===== config.mk =====
export PLATFORM = sky130hd
export DESIGN_NAME = bmu_bitops_unit
export DESIGN_NICKNAME = d
export VERILOG_FILES = /design/src/rtl/bmu_pkg.sv /design/src/rtl/bmu_op_decode.sv /design/src/rtl/bmu_field_extract.sv /design/src/rtl/bmu_lowbit.sv /design/src/rtl/bmu_bitops_unit.sv
export SDC_FILE = /design/constraint.sdc
export NUM_CORES = 1
export LEC_CHECK = 0
export BUFFER_PORTS_ARGS = -buffer_cell sky130_fd_sc_hd__buf_2
export CAP_MARGIN = 30
export CORE_MARGIN = 5
export CORE_UTILIZATION = 25
export DETAILED_ROUTE_END_ITERATION = 8
export PLACE_DENSITY = 0.39
export SYNTH_ARGS = -nofsm -noshare
export SYNTH_HDL_FRONTEND = slang
export SYNTH_HIERARCHICAL = 1
export SYNTH_SLANG_ARGS = --single-unit

===== constraint.sdc =====
create_clock -name vclk -period 4.2
set_input_delay 0.42 -clock vclk [all_inputs]
set_output_delay 0.42 -clock vclk [all_outputs]
set_load 0.02 [all_outputs]

===== src/rtl/bmu_pkg.sv =====
`timescale 1ns/1ps
package bmu_pkg;
  localparam int OP_N = 5;
  localparam int OPI_ANDNOT  = 0;
  localparam int OPI_FIELD   = 1;
  localparam int OPI_ISOLATE = 2;
  localparam int OPI_SMEAR   = 3;
  localparam int OPI_DROP    = 4;

  localparam logic [7:0] OPC_ANDNOT = 8'hF2;
  localparam logic [7:0] OPC_FIELD  = 8'hF7;
  localparam logic [7:0] OPC_LOWBIT = 8'hF3;

  localparam logic [2:0] SUB_DROP    = 3'd1;
  localparam logic [2:0] SUB_SMEAR   = 3'd2;
  localparam logic [2:0] SUB_ISOLATE = 3'd3;

  localparam int CTL_FIELD_W = 8;

  typedef struct packed {
    logic z;
    logic s;
    logic c;
    logic o;
  } flags_t;
endpackage


===== src/rtl/bmu_op_decode.sv =====
`timescale 1ns/1ps
module bmu_op_decode
  import bmu_pkg::*;
(
  input  logic [7:0]      opcode_byte,
  input  logic [2:0]      modrm_reg,
  output logic [OP_N-1:0] op_sel
);
  always_comb begin
    op_sel = '0;
    unique case (opcode_byte)
      OPC_ANDNOT: op_sel[OPI_ANDNOT] = 1'b1;
      OPC_FIELD:  op_sel[OPI_FIELD]  = 1'b1;
      OPC_LOWBIT: begin
        op_sel[OPI_DROP]    = (modrm_reg == SUB_DROP);
        op_sel[OPI_SMEAR]   = (modrm_reg == SUB_SMEAR);
        op_sel[OPI_ISOLATE] = (modrm_reg == SUB_ISOLATE);
      end
      default: op_sel = '0;
    endcase
  end

  always_comb begin
    AST_DECODE_ONEHOT: assert ($onehot0(op_sel)) else $error("decode not one-hot");
  end
endmodule


===== src/rtl/bmu_field_extract.sv =====
`timescale 1ns/1ps
module bmu_field_extract
  import bmu_pkg::*;
#(
  parameter int DATA_W = 64
) (
  input  logic [DATA_W-1:0]      src,
  input  logic [CTL_FIELD_W-1:0] start,
  input  logic [CTL_FIELD_W-1:0] len,
  input  logic [8:0]             act_w,
  output logic [DATA_W-1:0]      field
);
  localparam logic [DATA_W-1:0] ONE_V = {{(DATA_W-1){1'b0}}, 1'b1};

  function automatic logic [DATA_W-1:0] fn_field(
    input logic [DATA_W-1:0]      s,
    input logic [CTL_FIELD_W-1:0] st,
    input logic [CTL_FIELD_W-1:0] ln,
    input logic [8:0]             w
  );
    logic [DATA_W-1:0] shifted;
    logic [DATA_W-1:0] keep;
    shifted = ({1'b0, st} >= w) ? '0 : (s >> st);
    keep    = ({1'b0, ln} >= w) ? '1 : ((ONE_V << ln) - ONE_V);
    return shifted & keep;
  endfunction

  assign field = fn_field(src, start, len, act_w);

  always_comb begin
    AST_FIELD_START_RANGE: assert (!({1'b0, start} >= act_w) || field == '0)
      else $error("start beyond width gave nonzero");
  end
endmodule


===== src/rtl/bmu_lowbit.sv =====
`timescale 1ns/1ps
module bmu_lowbit #(
  parameter int DATA_W = 64
) (
  input  logic [DATA_W-1:0] src,
  input  logic [DATA_W-1:0] wmask,
  output logic [DATA_W-1:0] isolate_v,
  output logic [DATA_W-1:0] smear_v,
  output logic [DATA_W-1:0] drop_v,
  output logic              src_nz
);
  localparam logic [DATA_W-1:0] ONE_V = {{(DATA_W-1){1'b0}}, 1'b1};

  function automatic logic [DATA_W-1:0] fn_isolate(input logic [DATA_W-1:0] s);
    return (~s + ONE_V) & s;
  endfunction

  function automatic logic [DATA_W-1:0] fn_smear(input logic [DATA_W-1:0] s);
    return (s - ONE_V) ^ s;
  endfunction

  function automatic logic [DATA_W-1:0] fn_drop(input logic [DATA_W-1:0] s);
    return (s - ONE_V) & s;
  endfunction

  assign isolate_v = fn_isolate(src) & wmask;
  assign smear_v   = fn_smear(src) & wmask;
  assign drop_v    = fn_drop(src) & wmask;
  assign src_nz    = |src;

  always_comb begin
    AST_ISOLATE_SINGLE: assert ($onehot0(isolate_v)) else $error("isolate kept several bits");
    AST_DROP_ONE_LESS: assert (!src_nz || ($countones(drop_v) + 1 == $countones(src)))
      else $error("drop did not clear exactly one bit");
  end
endmodule


===== src/rtl/bmu_bitops_unit.sv =====
`timescale 1ns/1ps
module bmu_bitops_unit
  import bmu_pkg::*;
#(
  parameter int DATA_W = 64,
  parameter int HALF_W = 32
) (
  input  logic [7:0]        opcode_byte,
  input  logic [2:0]        modrm_reg,
  input  logic              wide_sel,
  input  logic [DATA_W-1:0] src_rm,
  input  logic [DATA_W-1:0] src_aux,
  output logic [DATA_W-1:0] result,
  output logic              flag_zero,
  output logic              flag_sign,
  output logic              flag_carry,
  output logic              flag_ovf
);
  localparam logic [DATA_W-1:0] NARROW_MASK = {{(DATA_W-HALF_W){1'b0}}, {HALF_W{1'b1}}};
  localparam logic [8:0]        WIDE_W9     = 9'(DATA_W);
  localparam logic [8:0]        HALF_W9     = 9'(HALF_W);

  logic [OP_N-1:0]   op_sel;
  logic [DATA_W-1:0] wmask;
  logic [8:0]        act_w;
  logic [DATA_W-1:0] rm_n;
  logic [DATA_W-1:0] aux_n;
  logic [DATA_W-1:0] field_v;
  logic [DATA_W-1:0] isolate_v;
  logic [DATA_W-1:0] smear_v;
  logic [DATA_W-1:0] drop_v;
  logic              src_nz;
  logic              top_bit;
  flags_t            fl;

  assign wmask = wide_sel ? '1 : NARROW_MASK;
  assign act_w = wide_sel ? WIDE_W9 : HALF_W9;
  assign rm_n  = src_rm & wmask;
  assign aux_n = src_aux & wmask;

  bmu_op_decode u_decode (
    .opcode_byte (opcode_byte),
    .modrm_reg   (modrm_reg),
    .op_sel      (op_sel)
  );

  bmu_field_extract #(.DATA_W(DATA_W)) u_field (
    .src   (rm_n),
    .start (aux_n[CTL_FIELD_W-1:0]),
    .len   (aux_n[2*CTL_FIELD_W-1:CTL_FIELD_W]),
    .act_w (act_w),
    .field (field_v)
  );

  bmu_lowbit #(.DATA_W(DATA_W)) u_lowbit (
    .src       (rm_n),
    .wmask     (wmask),
    .isolate_v (isolate_v),
    .smear_v   (smear_v),
    .drop_v    (drop_v),
    .src_nz    (src_nz)
  );

  always_comb begin
    result = '0;
    if (op_sel[OPI_ANDNOT])  result = ~aux_n & rm_n;
    if (op_sel[OPI_FIELD])   result = field_v;
    if (op_sel[OPI_ISOLATE]) result = isolate_v;
    if (op_sel[OPI_SMEAR])   result = smear_v;
    if (op_sel[OPI_DROP])    result = drop_v;
  end

  assign top_bit = wide_sel ? result[DATA_W-1] : result[HALF_W-1];

  always_comb begin
    fl = '0;
    if (op_sel[OPI_ANDNOT]) begin
      fl.z = (result == '0);
      fl.s = top_bit;
    end
    if (op_sel[OPI_FIELD]) begin
      fl.z = (result == '0);
    end
    if (op_sel[OPI_ISOLATE]) begin
      fl.z = (result == '0);
      fl.s = top_bit;
      fl.c = src_nz;
    end
    if (op_sel[OPI_SMEAR]) begin
      fl.s = top_bit;
      fl.c = !src_nz;
    end
    if (op_sel[OPI_DROP]) begin
      fl.z = (result == '0);
      fl.s = top_bit;
      fl.c = !src_nz;
    end
  end

  assign flag_zero  = fl.z;
  assign flag_sign  = fl.s;
  assign flag_carry = fl.c;
  assign flag_ovf   = fl.o;

  always_comb begin
    AST_IDLE_QUIET: assert (op_sel != '0 || (result == '0 && !flag_zero && !flag_sign && !flag_carry))
      else $error("unselected op drove outputs");
    AST_FIELD_FLAGS: assert (!op_sel[OPI_FIELD] || (!flag_sign && !flag_carry))
      else $error("extract flags");
    AST_ISOLATE_CARRY: assert (!op_sel[OPI_ISOLATE] || (flag_carry == (result != '0)))
      else $error("isolate carry");
    AST_SMEAR_NONZERO: assert (!op_sel[OPI_SMEAR] || (result != '0 && !flag_zero))
      else $error("smear gave zero");
    AST_NARROW_UPPER: assert (wide_sel || result[DATA_W-1:HALF_W] == '0)
      else $error("upper half not zero");
    AST_NO_OVERFLOW: assert (!flag_ovf) else $error("overflow set");
  end
endmodule


# Word level (Yosys, flattened, before mapping)

Index checks and enable logic that the tools add are counted.

Add/subtract/negate cells: 3
Multiply operators: 0
Div/mod/pow operators: 0
$lt $le $gt $ge: 2
Equality and inequality tests: 6
Shift-type cells: 2
Multiplexer cells: 18
Bitwise operators: 12
Reduce and logical (&&, ||, !) cells: 3

Operator list:

| cell                    | number |
|---|---|
| $and A64 B64 Y64        | 9 |
| $mux W64                | 8 |
| $not A64 Y64            | 2 |
| $sub A64 B1 Y64 const B | 2 |
| $add A64 B1 Y64 const B | 1 |
| $logic_not A64 Y1       | 1 |
| $reduce_or A64 Y1       | 1 |
| $shl A1 B8 Y64 const A  | 1 |
| $shr A64 B8 Y64         | 1 |
| $xor A64 B64 Y64        | 1 |
| $eq A8 B8 Y1 const B    | 3 |
| $ge A8 B7 Y1            | 2 |
| $mux W3                 | 3 |
| $mux W7                 | 1 |
| $eq A3 B2 Y1 const B    | 2 |
| $mux W1                 | 4 |
| $mux W2                 | 2 |
| $eq A3 B1 Y1 const B    | 1 |
| $logic_not A1 Y1        | 1 |

Flip-flop bits (word level): 0
Bits in latches: 0
RAM bits: 0
ROM bits: 0
Output and inout port bits: 68
Logic and storage cells: 46
Memories: 0

# Logic depth before layout (Yosys ltp)

Gate-level depths: netlist (run 1).

Depth in word-level cells: 16
Depth in mapped cells: 22
Depth with buffers taken out: 17

# By module

Netlist (run 1), hierarchy kept.

Modules (own cells, without submodules):

| module            | times used | cells an instance | area an instance (um2) | sequential area each (um2) |
|---|---|---|---|---|
| bmu_field_extract | 1          | 988               | 7628.6                 | 0.0 |
| bmu_lowbit        | 1          | 545               | 3767.4                 | 0.0 |
| bmu_bitops_unit   | 1          | 510               | 3271.9                 | 0.0 |
| bmu_op_decode     | 1          | 11                | 77.6                   | 0.0 |

# Worst setup path after synthesis (run 1)

Ideal clock, no wire load.

Path type: in2out
Start point: input wide_sel
End point: output flag_zero
Arrival: 4.657 ns
Data required time: 3.780 ns
Path slack: -0.877 ns
Stages: 15
Path buffers: 2
Path through: clkbuf_1 and2_1 or4_1 clkbuf_1 nor3_1 nand2_1 or4_1 ha_1 xnor2_1 and2_1 a221oi_1 a21oi_1 nor3_1 or4b_1 nor4_2

RTL lines:

| what                | line                  | text |
|---|---|---|
| start: declaration  | bmu_bitops_unit.sv:10 | `input logic wide_sel,` |
| $mux W64 *          | bmu_bitops_unit.sv:36 | `assign wmask = wide_sel ? '1 : NARROW_MASK;` |
| $and A64 B64 Y64 *  | bmu_bitops_unit.sv:38 | `assign rm_n = src_rm & wmask;` |
| net rm_n[32]        | bmu_bitops_unit.sv:26 | `logic [DATA_W-1:0] rm_n;` |
| $sub A64 B1 Y64 *   | bmu_lowbit.sv:19      | `return (s - ONE_V) ^ s;` |
| $xor A64 B64 Y64 *  | bmu_lowbit.sv:19      |  |
| $and A64 B64 Y64 *  | bmu_lowbit.sv:27      | `assign smear_v = fn_smear(src) & wmask;` |
| net smear_v[59]     | bmu_bitops_unit.sv:30 | `logic [DATA_W-1:0] smear_v;` |
| $mux W64 *          | bmu_bitops_unit.sv:69 | `if (op_sel[OPI_SMEAR]) result = smear_v;` |
| $mux W64 *          | bmu_bitops_unit.sv:70 | `if (op_sel[OPI_DROP]) result = drop_v;` |
| net result[59]      | bmu_bitops_unit.sv:13 | `output logic [DATA_W-1:0] result,` |
| $logic_not A64 Y1 * | --                    |  |
| $mux W2             | bmu_bitops_unit.sv:77 | `if (op_sel[OPI_ANDNOT]) begin` |
| $mux W1             | bmu_bitops_unit.sv:81 | `if (op_sel[OPI_FIELD]) begin` |
| $mux W3             | bmu_bitops_unit.sv:84 | `if (op_sel[OPI_ISOLATE]) begin` |
| $mux W3 *           | bmu_bitops_unit.sv:93 | `if (op_sel[OPI_DROP]) begin` |
| end: declaration    | bmu_bitops_unit.sv:14 | `output logic flag_zero,` |

The timed path passes the listed nets; every way through them passes the cells marked *.

# Final worst setup path (run 1)

Start point: input src_rm[10]
End point: output flag_zero

RTL lines:

| what                | line                  | text |
|---|---|---|
| start: declaration  | bmu_bitops_unit.sv:11 | `input logic [DATA_W-1:0] src_rm,` |
| $and A64 B64 Y64 *  | bmu_bitops_unit.sv:38 |  |
| $sub A64 B1 Y64 *   | bmu_lowbit.sv:19      |  |
| $xor A64 B64 Y64 *  | bmu_lowbit.sv:19      |  |
| $and A64 B64 Y64 *  | bmu_lowbit.sv:27      |  |
| net smear_v[51]     | bmu_bitops_unit.sv:30 |  |
| $mux W64 *          | bmu_bitops_unit.sv:69 |  |
| $mux W64 *          | bmu_bitops_unit.sv:70 |  |
| $logic_not A64 Y1 * | --                    |  |
| $mux W2             | bmu_bitops_unit.sv:77 |  |
| $mux W1             | bmu_bitops_unit.sv:81 |  |
| $mux W3             | bmu_bitops_unit.sv:84 |  |
| $mux W3 *           | bmu_bitops_unit.sv:93 |  |

Marked as above.

==> metrics, run 1 <==
Area growth syn-to-layout 72.3%; per-instance average area after synthesis 7.18 um^2; hold-fix buffers at CTS 0; routed wl met2 50100 um; failing checks negative setup slack; die area 63900 um^2; Rel. slew slack 47.3%; Die Span Y 253 um; Setup crit end kind output pin; crit path max fanout 5; Pins Over Slew Limit 0; Site Rows 89; largest net degree at the start of global routing 38; Detailed Routing Iterations Pass 1 5; CP Launch Type input pin; FF+latch count 0; WHS Path Cells 4; Worst Tran Pin Value 0.788 ns; share of cells above drive strength 1 49.1%; initial antenna violation count 8; Post-Place Worst Slack -1.58 ns; I/O Pins 208; routability congestion estimate 1.03; Post-layout nets 3310; final hold violation count 0; Starting Density 25.1%; total detailed-routing wirelength 109000 um; status complete, but fails checks; filler cell count 6094; Post-synth top cells and2_1, nor2_1, nand2_1; TNS Setup -1.42 ns; register area share after synthesis 0%; RSZ-0062 raised after global routing true; Worst EP required 3.78 ns; biggest area consumer among synthesized cells mux4_2; min-delay worst type in -> out; CLK BUF 0; endpoints failing setup 7; All-Layer GR Usage 31.8%; final worst slack -1.06 ns; Arrival @ worst endpoint 4.84 ns; Mapped Area 14700 um^2; number of global-route vias before repair 21100; first-pass GRT wire length 152000 um; Fmax 190 MHz; Top Layer Used met5; max-cap violation count 0; GRT overflow 0; FF+latch area 0 um^2; antenna-violating nets left 0; Tcrit/Tclk final 125%; Die Width 253 um; Synth area leaders mux4_2, and2_1, ha_1; post-synth cell types 112; via count 21800; critical path class in -> out; Iter 0 DRT Violations 2018; fin crit period 5.26 ns; vias per std cell 5.64; M1 wire length 45100 um; share of the synthesized area in the top cell type 9.47%; met3 wire len 7030 um; Synth warnings 6; cells after synthesis 2054; Port Buffer Count 207; average wire per standard cell 28.2 um; Core Area 58700 um^2; dpl hpwl 92000 um; DRC viols 0
-- logic make-up (layout without fill, tap and decap cells) --
kind of cell | count (synthesis) | after routing | synth area share [%]
AOI/OAI and AO/OA | 532 | 532 | 25.8
buffers and inverters | 217 | 1146 | 7.74
and+or+nand+nor | 977 | 977 | 37.9
muxes | 161 | 161 | 16.7
adders and majority gates | 81 | 81 | 6.87
xor gates and xnor gates | 83 | 83 | 4.98
other | 3 | 108 | 0.0764
-- routing by layer --
| metal | vias up | track usage, % |
|---|---|---|
| li1 | 9846 | - |
| met5 | - | 0 |
| met4 | 6 | 14.1 |
| met1 | 10700 | 41.6 |
| met2 | 1002 | 52.9 |
| met3 | 229 | 3.41 |
-- cell type report --
cell class         count  area (um^2)  share of cell area, %
repair buffers      1097         8710                   34.3
well taps            773          967                   3.81
inverters             49          195                  0.768
multi-input cells   1941        15500                   61.1
diodes                 1         2.50                0.00985
-- critical path: stages --
cell and delay (ns):
buf_2 0.16, or4_1 0.58, or3_4 0.40, nor3_4 0.34, buf_6 0.15, buf_4 0.10, buf_4 0.13, nand4_1 0.12
ha_1 0.31, xnor2_1 0.12, and2_1 0.17, nor2b_1 0.11, o31ai_1 0.09, a22oi_1 0.26, o2111ai_2 0.16, nor4_2 0.14
or4b_4 0.53, nor4_4 0.35, buf_4 0.20
-- per-stage QoR --
stage,utilization [%],area [um^2],instances,hold slack [ns]
5_1_grt,43.3,25400,3860,1.36
4_1_cts,41.0,24100,3818,1.34
3_5_place_dp,39.3,23000,3794,1.33
6_report,43.3,25400,3861,1.34
2_1_floorplan,-,15200,2158,1.01
3_3_place_gp,39.2,23000,3791,1.35
-- final timing paths --
kind,end,start
worst max-delay path,flag_zero,src_rm[10]
worst min-delay path,result[53],src_aux[53]
-- layout by cell type, fill, tap and decap left out, types with 62 or more instances in the layout --
cell type / n
a21oi_1: 67
and2_1: 141
buf_2: 179
buf_4: 796
buf_6: 63
conb_1: 107
ha_1: 73
mux4_2: 62
nand2_1: 137
nor2_1: 156
o21ai_0: 94
xnor2_1: 70
-- timing repair --
action                     in CTS  in global routing
resized for setup             187                240
setup endpoints to repair      57                 54
buffers inserted               26                 48
cloned                          1                  2
pin swaps                      43                 79
==> run 2, diff against run 1 <==
--- a/config.mk
+++ b/config.mk
@@ -11,6 +11,8 @@
 export CORE_UTILIZATION = 25
 export DETAILED_ROUTE_END_ITERATION = 8
 export PLACE_DENSITY = 0.39
+export RECOVER_POWER = 25
+export SLEW_MARGIN = 20
 export SYNTH_ARGS = -nofsm -noshare
 export SYNTH_HDL_FRONTEND = slang
 export SYNTH_HIERARCHICAL = 1
==> run 2 against run 1 <==
Against the previous run:
- the run still ends with negative setup slack left
- critical path depth unchanged
- non-clock buffer count increased by 12
- die area unchanged
- critical path type unchanged
- highest routed layer unchanged
==> metrics, run 2 (synthesized netlist as in run 1, its figures left out) <==
Port Buffer Count 207 (unchanged); share of cells above drive strength 1 50.1% (was 49.1%); Starting Density 25.1% (unchanged); Finished Core Util 44.0% (was 43.3%); endpoints failing setup 7 (unchanged); CLK BUF 0 (unchanged); DRC viols 0 (unchanged); PnR Total Power 2380 uW; I/O Pins 208 (unchanged); via count 21800 (about the same); die area 63900 um^2 (unchanged); fin crit period 5.17 ns (was 5.26 ns); crit path max fanout 7 (was 5); FF+latch area 0 um^2 (unchanged); Die Span Y 253 um (unchanged); routability congestion estimate 1.03 (unchanged); FF+latch count 0 (unchanged); initial antenna violation count 4 (was 8); min-delay worst type in -> out (unchanged); final hold violation count 0 (unchanged); area of the multi-input gates 15800 um^2 (was 15500 um^2); GRT overflow 0 (unchanged); first-pass GRT wire length 153000 um (was 152000 um); Core Area 58700 um^2 (unchanged); Die Width 253 um (unchanged); Slowest-stage cell, CP or4_4 (was or4_1); largest net degree at the start of global routing 38 (unchanged); All-Layer GR Usage 32.1% (was 31.8%); Arrival @ worst endpoint 4.75 ns (was 4.84 ns); status complete, but fails checks (unchanged); Area growth syn-to-layout 74.9% (was 72.3%); number of global-route vias before repair 21500 (was 21100); final worst slack -0.975 ns (was -1.06 ns); Crit path largest cell delay 0.58 ns (about the same); antenna-violating nets left 0 (unchanged); Site Rows 89 (unchanged); Pins Over Slew Limit 0 (unchanged); Iter 0 DRT Violations 1827 (was 2018); worst path buffer plus inverter count 5 (unchanged); filler cell count 6079 (was 6094); Max IR drop VDD 0.0454 mV; Worst EP required 3.78 ns (about the same); most common cell after layout, fill and taps aside buf_4 (unchanged); vias per std cell 5.63 (was 5.64); TNS Setup -1.40 ns (was -1.42 ns); critical path class in -> out (unchanged); Post-layout nets 3323 (was 3310); Setup crit end kind output pin (unchanged); Detailed Routing Iterations Pass 1 5 (unchanged); Leak 0.0111 uW; worst path cell trace buf_12 -> clkinvlp_4 -> nor2_4 -> buf_12 -> mux2_2 -> mux4_2 -> mux2i_4 -> buf_4 -> o32ai_1 -> a211oi_2 -> a221oi_4 -> a21oi_1 -> o21ai_1 -> a31o_1 -> or4_4 -> nor4b_2 -> nand4_1 -> nor4_4 -> buf_4 (was buf_2 -> or4_1 -> or3_4 -> nor3_4 -> buf_6 -> buf_4 -> buf_4 -> nand4_1 -> ha_1 -> xnor2_1 -> and2_1 -> nor2b_1 -> o31ai_1 -> a22oi_1 -> o2111ai_2 -> nor4_2 -> or4b_4 -> nor4_4 -> buf_4); CP delay by family, top simple AND/OR/NAND/NOR gates (unchanged); most frequent cells in the layout buf_4, buf_2, nor2_1 (unchanged); max-cap violation count 0 (unchanged); dpl hpwl 92100 um (was 92000 um); hold-fix buffers at CTS 0 (unchanged); RSZ-0062 raised after global routing true (unchanged); failing checks negative setup slack (unchanged); CP Launch Type input pin (unchanged); pwr/cell area 92.3 nW/um^2; Rel. slew slack 48.7% (was 47.3%); Worst Tran Pin Value 0.748 ns (was 0.788 ns); final hold slack 1.37 ns (was 1.34 ns); average wire per standard cell 28.2 um (about the same); Post-Place Worst Slack -1.56 ns (was -1.58 ns); total detailed-routing wirelength 109000 um (about the same); Fmax 193 MHz (was 190 MHz); Tcrit/Tclk final 123% (was 125%)
[run 2: cell types whose count changed in the layout (fill, tap and decap cells not counted), sizes merged]
cell,before,now
buf,1094,1102
bufbuf,1,2
clkbuf,2,5
or2,18,19
[run 2: final timing paths]
check	slack, ns	end	cells after the start	start
worst min-delay path	1.37	result[51]	4	src_aux[51]
worst max-delay path	-0.97	flag_zero	19	wide_sel
[run 2: area by class of cell]
cell class,count,area share [%]
Antenna cell,1,0.00970
Inverter,49,0.786
Multi-Input combinational cell,1942,61.1
Tap cell,773,3.75
Timing Repair Buffer,1109,34.4
[run 2: metrics by stage]
step | instance area [um^2] | instances
detailed placement | 23000 | 3793
finish | 25800 | 3874
global route | 25800 | 3873
CTS | 24500 | 3833
global placement | 23000 | 3791
floorplan | 15200 | 2158
[run 2: layer usage]
metal / part of all wire [%] / track usage [%] / up-vias
met5: 0.012 / 0 / -
met4: 6.3 / 14.1 / 2
met3: 5.7 / 3.34 / 264
met2: 46 / 53.7 / 989
met1: 42 / 41.9 / 10700
li1: - / - / 9872
[run 2: repair_timing]
action,4_1_cts,5_1_grt
buffers inserted,44,50
cloned,2,2
gates resized for setup,235,234
endpoints found under the setup margin,56,45
pin swaps,57,103
[run 2: where the power goes]
part / internal, uW / leakage [uW] / switching [uW]
Clock: 0.00000945 / 0.00000000347 / 0
Combinational: 1120 / 0.0111 / 1270
Sequential: 0 / 0 / 0
Total: 1120 / 0.0111 / 1270
(Power assumes the default switching activity.)
